$ cat src/rtl/cpwm_pkg.sv
package cpwm_pkg;
  typedef enum logic {DIR_UP = 1'b0, DIR_DN = 1'b1} dir_e;
  localparam int NUM_FLAGS = 3;
  localparam int FLG_CREST = 0;
  localparam int FLG_MATCH = 1;
  localparam int FLG_UFLOW = 2;
endpackage

$ cat src/rtl/cpwm_carrier.sv
module cpwm_carrier #(
  parameter int W = 16
) (
  input  logic               clk,
  input  logic               rst_q,
  input  logic               run,
  input  logic               tick,
  input  logic [W-1:0]       m_q,
  input  logic [W-1:0]       p_q,
  input  logic [W-1:0]       p_load,
  output logic [W-1:0]       cnt0_q,
  output logic [W-1:0]       cnt1_q,
  output cpwm_pkg::dir_e     dir_q,
  output logic [W-1:0]       cnt0_nx,
  output logic               step,
  output logic               crest,
  output logic               uflow
);
  import cpwm_pkg::*;

  localparam logic [W-1:0] ONE  = W'(1);
  localparam logic [W-1:0] ALL1 = {W{1'b1}};

  logic [W-1:0] cnt1_nx;
  dir_e         dir_nx;
  logic [W-1:0] top1;

  // crest value of the trailing counter
  assign top1 = m_q + ONE - p_q;
  assign step = run & tick;

  always_comb begin
    cnt0_nx = cnt0_q;
    cnt1_nx = cnt1_q;
    dir_nx  = dir_q;
    crest   = 1'b0;
    uflow   = 1'b0;
    if (!run) begin
      cnt1_nx = '0;
      cnt0_nx = p_load;
      dir_nx  = DIR_UP;
    end else if (tick) begin
      if (dir_q == DIR_UP) begin
        cnt1_nx = cnt1_q + ONE;
        cnt0_nx = cnt0_q + ONE;
        if (cnt1_nx == top1) begin
          dir_nx = DIR_DN;
          crest  = 1'b1;
        end
      end else begin
        cnt1_nx = cnt1_q - ONE;
        cnt0_nx = cnt0_q - ONE;
        if (cnt1_nx == ALL1) begin
          dir_nx = DIR_UP;
          uflow  = 1'b1;
        end
      end
    end
  end

  always_ff @(posedge clk or negedge rst_q) begin
    if (!rst_q) begin
      cnt0_q <= '0;
      cnt1_q <= '0;
      dir_q  <= DIR_UP;
    end else begin
      cnt0_q <= cnt0_nx;
      cnt1_q <= cnt1_nx;
      dir_q  <= dir_nx;
    end
  end
endmodule

$ cat src/rtl/cpwm_duty.sv
module cpwm_duty #(
  parameter int W = 16
) (
  input  logic         clk,
  input  logic         rst_q,
  input  logic         run,
  input  logic         wr,
  input  logic [W-1:0] wdata,
  input  logic [1:0]   mode,
  input  logic         crest,
  input  logic         uflow,
  output logic [W-1:0] duty_act
);
  logic [W-1:0] buf_q, buf_nx, act_nx;
  logic         xfer;

  always_comb begin
    buf_nx = wr ? wdata : buf_q;
    // mode[1]=0: follow buffer; 10: crest; 11: underflow
    if (!run || !mode[1]) xfer = 1'b1;
    else if (!mode[0])    xfer = crest;
    else                  xfer = uflow;
    act_nx = xfer ? buf_q : duty_act;
  end

  always_ff @(posedge clk or negedge rst_q) begin
    if (!rst_q) begin
      buf_q    <= '0;
      duty_act <= '0;
    end else begin
      buf_q    <= buf_nx;
      duty_act <= act_nx;
    end
  end
endmodule

$ cat src/rtl/cpwm_flags.sv
module cpwm_flags #(
  parameter int N = 3
) (
  input  logic         clk,
  input  logic         rst_q,
  input  logic [N-1:0] set_i,
  input  logic         wr,
  input  logic [N-1:0] wdata,
  output logic [N-1:0] flags_q
);
  logic [N-1:0] flags_nx;

  for (genvar i = 0; i < N; i++) begin : g_flag
    // hardware set wins over a software clear
    assign flags_nx[i] = set_i[i] | (flags_q[i] & ~(wr & ~wdata[i]));
  end

  always_ff @(posedge clk or negedge rst_q) begin
    if (!rst_q) flags_q <= '0;
    else        flags_q <= flags_nx;
  end
endmodule

$ cat src/rtl/cpwm_outgen.sv
module cpwm_outgen #(
  parameter int W = 16
) (
  input  logic           run,
  input  cpwm_pkg::dir_e dir,
  input  logic [W-1:0]   cnt0,
  input  logic [W-1:0]   cnt1,
  input  logic [W-1:0]   duty,
  input  logic           pol,
  output logic           norm_act,
  output logic           comp_act,
  output logic           norm_pin,
  output logic           comp_pin,
  output logic           ref_pin
);
  import cpwm_pkg::*;

  logic         up;
  logic [W-1:0] k0, k1;

  // rising states count one higher so each key value occurs twice per period
  assign up = (dir == DIR_UP);
  assign k0 = cnt0 + {{(W-1){1'b0}}, up};
  assign k1 = cnt1 + {{(W-1){1'b0}}, up};

  always_comb begin
    comp_act = run && (k0 <= duty);
    norm_act = run && (k1 > duty);
    ref_pin  = run && !(k0 <= duty);
    norm_pin = pol ? norm_act : ~norm_act;
    comp_pin = pol ? comp_act : ~comp_act;
  end
endmodule

$ cat src/rtl/cpwm_dt_top.sv
module cpwm_dt_top #(
  parameter int W = 16
) (
  input  logic         clk,
  input  logic         rst_n,
  input  logic         cnt_en,
  input  logic         start_a,
  input  logic         start_b,
  input  logic [W-1:0] period_i,
  input  logic [W-1:0] dead_i,
  input  logic         duty_wr,
  input  logic [W-1:0] duty_wdata,
  input  logic [1:0]   xfer_mode,
  input  logic         pol_i,
  input  logic         flag_wr,
  input  logic [2:0]   flag_wdata,
  output logic         pwm_norm_o,
  output logic         pwm_comp_o,
  output logic         pwm_ref_o,
  output logic [2:0]   flag_o,
  output logic [W-1:0] cnt0_o,
  output logic [W-1:0] cnt1_o
);
  import cpwm_pkg::*;

  logic [1:0]   rs_q;
  logic         rst_q;
  logic         run;
  logic [W-1:0] m_q, p_q, m_nx, p_nx;
  logic         pol_q, pol_nx;
  logic [W-1:0] cnt0_q, cnt1_q, cnt0_nx;
  dir_e         dir_q;
  logic         step, crest, uflow;
  logic [W-1:0] duty_act;
  logic         norm_act, comp_act;
  logic [NUM_FLAGS-1:0] flag_set, flags_q;

  // reset: asserted asynchronously, released on the clock
  always_ff @(posedge clk or negedge rst_n) begin
    if (!rst_n) rs_q <= '0;
    else        rs_q <= {rs_q[0], 1'b1};
  end
  assign rst_q = rs_q[1];

  assign run = start_a & start_b;

  // configuration is captured only while stopped
  always_comb begin
    m_nx   = run ? m_q   : period_i;
    p_nx   = run ? p_q   : dead_i;
    pol_nx = run ? pol_q : pol_i;
  end

  always_ff @(posedge clk or negedge rst_q) begin
    if (!rst_q) begin
      m_q   <= '0;
      p_q   <= '0;
      pol_q <= 1'b0;
    end else begin
      m_q   <= m_nx;
      p_q   <= p_nx;
      pol_q <= pol_nx;
    end
  end

  cpwm_carrier #(.W(W)) u_carrier (
    .clk(clk), .rst_q(rst_q), .run(run), .tick(cnt_en),
    .m_q(m_q), .p_q(p_q), .p_load(dead_i),
    .cnt0_q(cnt0_q), .cnt1_q(cnt1_q), .dir_q(dir_q),
    .cnt0_nx(cnt0_nx), .step(step), .crest(crest), .uflow(uflow)
  );

  cpwm_duty #(.W(W)) u_duty (
    .clk(clk), .rst_q(rst_q), .run(run), .wr(duty_wr), .wdata(duty_wdata),
    .mode(xfer_mode), .crest(crest), .uflow(uflow), .duty_act(duty_act)
  );

  always_comb begin
    flag_set            = '0;
    flag_set[FLG_CREST] = crest;
    flag_set[FLG_MATCH] = step && (cnt0_nx == duty_act);
    flag_set[FLG_UFLOW] = uflow;
  end

  cpwm_flags #(.N(NUM_FLAGS)) u_flags (
    .clk(clk), .rst_q(rst_q), .set_i(flag_set), .wr(flag_wr),
    .wdata(flag_wdata), .flags_q(flags_q)
  );

  cpwm_outgen #(.W(W)) u_out (
    .run(run), .dir(dir_q), .cnt0(cnt0_q), .cnt1(cnt1_q), .duty(duty_act),
    .pol(pol_q), .norm_act(norm_act), .comp_act(comp_act),
    .norm_pin(pwm_norm_o), .comp_pin(pwm_comp_o), .ref_pin(pwm_ref_o)
  );

  assign flag_o = flags_q;
  assign cnt0_o = cnt0_q;
  assign cnt1_o = cnt1_q;
endmodule

$ cat config.mk
export PLATFORM = sky130hd
export DESIGN_NAME = cpwm_dt_top
export DESIGN_NICKNAME = d
export VERILOG_FILES = /design/src/rtl/cpwm_pkg.sv /design/src/rtl/cpwm_carrier.sv /design/src/rtl/cpwm_duty.sv /design/src/rtl/cpwm_flags.sv /design/src/rtl/cpwm_outgen.sv /design/src/rtl/cpwm_dt_top.sv
export SDC_FILE = /design/constraint.sdc
export NUM_CORES = 1
export LEC_CHECK = 0
export CELL_PAD_IN_SITES_DETAIL_PLACEMENT = 1
export CELL_PAD_IN_SITES_GLOBAL_PLACEMENT = 2
export CORE_MARGIN = 10
export CORE_UTILIZATION = 35
export CTS_CLUSTER_SIZE = 10
export DETAILED_ROUTE_END_ITERATION = 6
export HOLD_SLACK_MARGIN = 0.12
export PLACE_DENSITY = 0.9
export SETUP_SLACK_MARGIN = 0.5
export SLEW_MARGIN = 10
export SYNTH_ARGS = -nofsm -noshare
export SYNTH_HDL_FRONTEND = slang
export SYNTH_SLANG_ARGS = --single-unit
$ cat constraint.sdc
create_clock -name clk -period 5.35 [get_ports clk]
set_clock_uncertainty 0.2 [all_clocks]
set_input_delay 0.8025 -clock clk [delete_from_list [all_inputs] [get_ports clk]]
set_output_delay 0.8025 -clock clk [all_outputs]
set_load 0.02 [all_outputs]
==> results.json <==
{
  "endpoint_kind": "output pin",
  "ys_seq_elements": 103,
  "fin_crit_ns": 4.49,
  "layout_commonest_cell": "nand2_1",
  "synth_edf_count": 0,
  "synth_fp_nets": 1085,
  "design.die.area_sq_um": 30400,
  "grt_max_degree": 59,
  "holdPathStages": 0,
  "fin_util_pct": 42.4,
  "yosysSeqAreaShare_pct": 30.9,
  "synth_warnings": 0,
  "fillers": 2754,
  "cts.sinks": 103,
  "synthCells": 939,
  "worstSetupPathType": "flop to output pin",
  "ant_nets": 0,
  "cts_buffers": 9,
  "netSwitchingPower_uw": 829,
  "rows": 56,
  "holdBufCountCts": 0,
  "slowest_delay_ns": 0.46,
  "cpMaxStageDelayCell": "dfrtp_1",
  "ys.flop_type": "dfrtp_1",
  "io_pins": 99,
  "initial_core_util_pct": 35.5,
  "synthesis.area_sq_um": 8340,
  "clk_pin_slew_ns": 0.08,
  "multi_input_area_sq_um": 5390,
  "slew_headroom_pct": 41.7,
  "clock.fmax_ghz": 0.223,
  "final_cell_mix": "123 x nand2_1, 97 x dfrtp_1, 95 x clkdlybuf4s50_1",
  "p_leak_nw": 4.38,
  "crit_family": "simple AND/OR/NAND/NOR gates",
  "path_cells": "and3_1, and2_1, nand3_1, nor2_2, nand3_1, xnor2_1, ha_1, a2111oi_1, o21ai_0, o21ai_1, and3_1, xnor2_1, clkbuf_2",
  "wl_um": 26900,
  "die_w_um": 174,
  "die_y_um": 174,
  "vias": 7258,
  "setup_violations": 0,
  "layout-drive-gt1-share_pct": 9.56,
  "antenna_cells": 0,
  "sw_frac_of_total_pct": 35.2,
  "setup_tns_ns": 0,
  "cts_tree": "done",
  "clock_path_buffers": 2,
  "place.gp.congestion": 0.896,
  "max-vdd-ir-drop_mv": 0.198,
  "cts_max_level": 3,
  "worstMarginPinSlew_ns": 0.872,
  "hpwlAfterDp_um": 21000,
  "fin_nets": 1166,
  "combPwrFrac_pct": 31.9,
  "hold_viol": 0,
  "syn_area_per_cell_sq_um": 8.88,
  "overflow": 0,
  "ff_latch_area_sq_um": 2590,
  "yosysUniqueCellTypes": 75,
  "clkPwrFrac_pct": 29.3,
  "worst-path-buf-inv": 1,
  "wl_per_cell_um": 20.1,
  "rsz0062_at_grt": "false",
  "timing.final.crit_share_pct": 83.9,
  "ff2ff_path_depth": 15,
  "viasPerCell": 5.40,
  "core_area_sq_um": 23500,
  "grt.total_usage_pct": 17.6,
  "area_growth_pct": 19.4,
  "power_density_nw_per_um2": 237,
  "synth-async-reset-ratio_pct": 100,
  "grt_pass1_vias": 7743,
  "worst-path-stages": 13,
  "critPathLaunchType": "flop",
  "crit_required_ns": 4.35,
  "drv_cap": 0,
  "cp_max_fo": 5,
  "internal-power_mw": 1.53,
  "p_seq_share_pct": 38.8,
  "drcViolationCount": 0,
  "grt_pass1_wl_um": 42900,
  "slew_violations": 0,
  "cp_data_arrival_time_ns": 3.49,
  "min_path_type": "flop to flop",
  "port_buffers": 98,
  "status": "finished clean",
  "antenna_found_initial": 0,
  "insertion_delay_ns": 0.36,
  "dr.pass1.iters": 5,
  "initialDrtViolationCount": 381,
  "clockRootBuffer": "clkbuf_16"
}
registers in the layout, indices dropped and copies added (netlist names):
signal,cells
rs_q,2
u_carrier.dir_q,1
u_carrier.cnt0_q,16
u_duty.buf_q,16
u_duty.duty_act,16
p_q,16
u_flags.flags_q,3
pol_q,1
m_q,16
u_carrier.cnt1_q,16
timing repair:
action                                  in CTS  in global routing
buffers inserted                             0                  0
gates cloned                                 0                  0
resized for setup                            5                 15
endpoints found under the setup margin       2                  5
Yosys cell counts, drive strengths merged, types with 25 or more instances:
library cell	instances	area [sq um]
a21oi	42	210
clkbuf	25	93.8
dfrtp	103	2580
ha	83	1040
inv	44	165
mux2	33	409
nand2	124	465
nand3	36	180
nor2	54	203
o21ai	66	334
xnor2	86	753
xor2	26	228
logic make-up after synthesis:
logic type,share of synthesized area (%)
flops,30.9
mux,6.11
fa+ha+maj,12.9
compound gates,15.6
buf+inv,4.80
simple gates,17.8
xor+xnor,11.8
other cells,0.0450
worst register-to-register path: stages (launching register included):
cell	delay, ns
dfrtp_1	0.39
ha_1	0.28
inv_1	0.07
ha_1	0.21
inv_1	0.07
fa_1	0.40
nand2b_1	0.20
a2111oi_1	0.62
o41ai_1	0.17
a21oi_1	0.21
xnor2_1	0.14
nand2_1	0.08
nor4_2	0.50
a31o_1	0.26
buf_4	0.20
mux2_2	0.36
power by group through the flow:
stage	clock, mW	combinational, mW	sequential (mW)
3_3_place_gp	0	0.728	0.926
2_1_floorplan	0	0.509	0.919
4_1_cts	0.710	0.752	0.915
6_report	0.690	0.751	0.914
5_1_grt	0.741	0.836	0.926
3_5_place_dp	0	0.745	0.929
through the flow:
step	cell area, sq um	power, mW	hold slack [ns]	instances	setup slack, ns
6_report	9960	2.36	0.156	1344	0.859
5_1_grt	9960	2.50	0.171	1344	0.566
4_1_cts	9930	2.38	0.161	1344	0.361
3_5_place_dp	9630	1.67	0.139	1328	0.573
3_3_place_gp	9630	1.65	0.138	1328	0.761
2_1_floorplan	8340	1.43	0.131	939	1.02
layout make-up:
type	instances	share of cell area (%)
clock inverters	6	0.616
clock buffers	10	2.40
repair buffers	115	11.1
inverters	46	1.73
well taps	319	4.01
flip-flops and latches	103	26.0
multi-input cells	745	54.1
metal layers:
metal	part of all wire, %	up-vias	track usage (%)
li1	-	3470	-
met1	46	3587	23.0
met2	47	168	29.0
met3	4.7	33	2.88
met4	2.5	0	5.49
met5	0	-	0
path summary, 6_finish.rpt:
kind / start / to / slack [ns]
worst max-delay path: u_carrier.cnt0_q[4] / pwm_comp_o / 0.86
worst min-delay path: rs_q[0] / rs_q[1] / 0.16
worst max register to register: p_q[1] / u_duty.duty_act[3] / 0.90
worst min register to register: rs_q[0] / rs_q[1] / 0.16
max in group asynchronous: rs_q[1] / u_carrier.cnt1_q[1] / 3.56
min in group asynchronous: rs_q[1] / m_q[9] / 0.22
No activity file was read; power rests on OpenSTA's default activity.
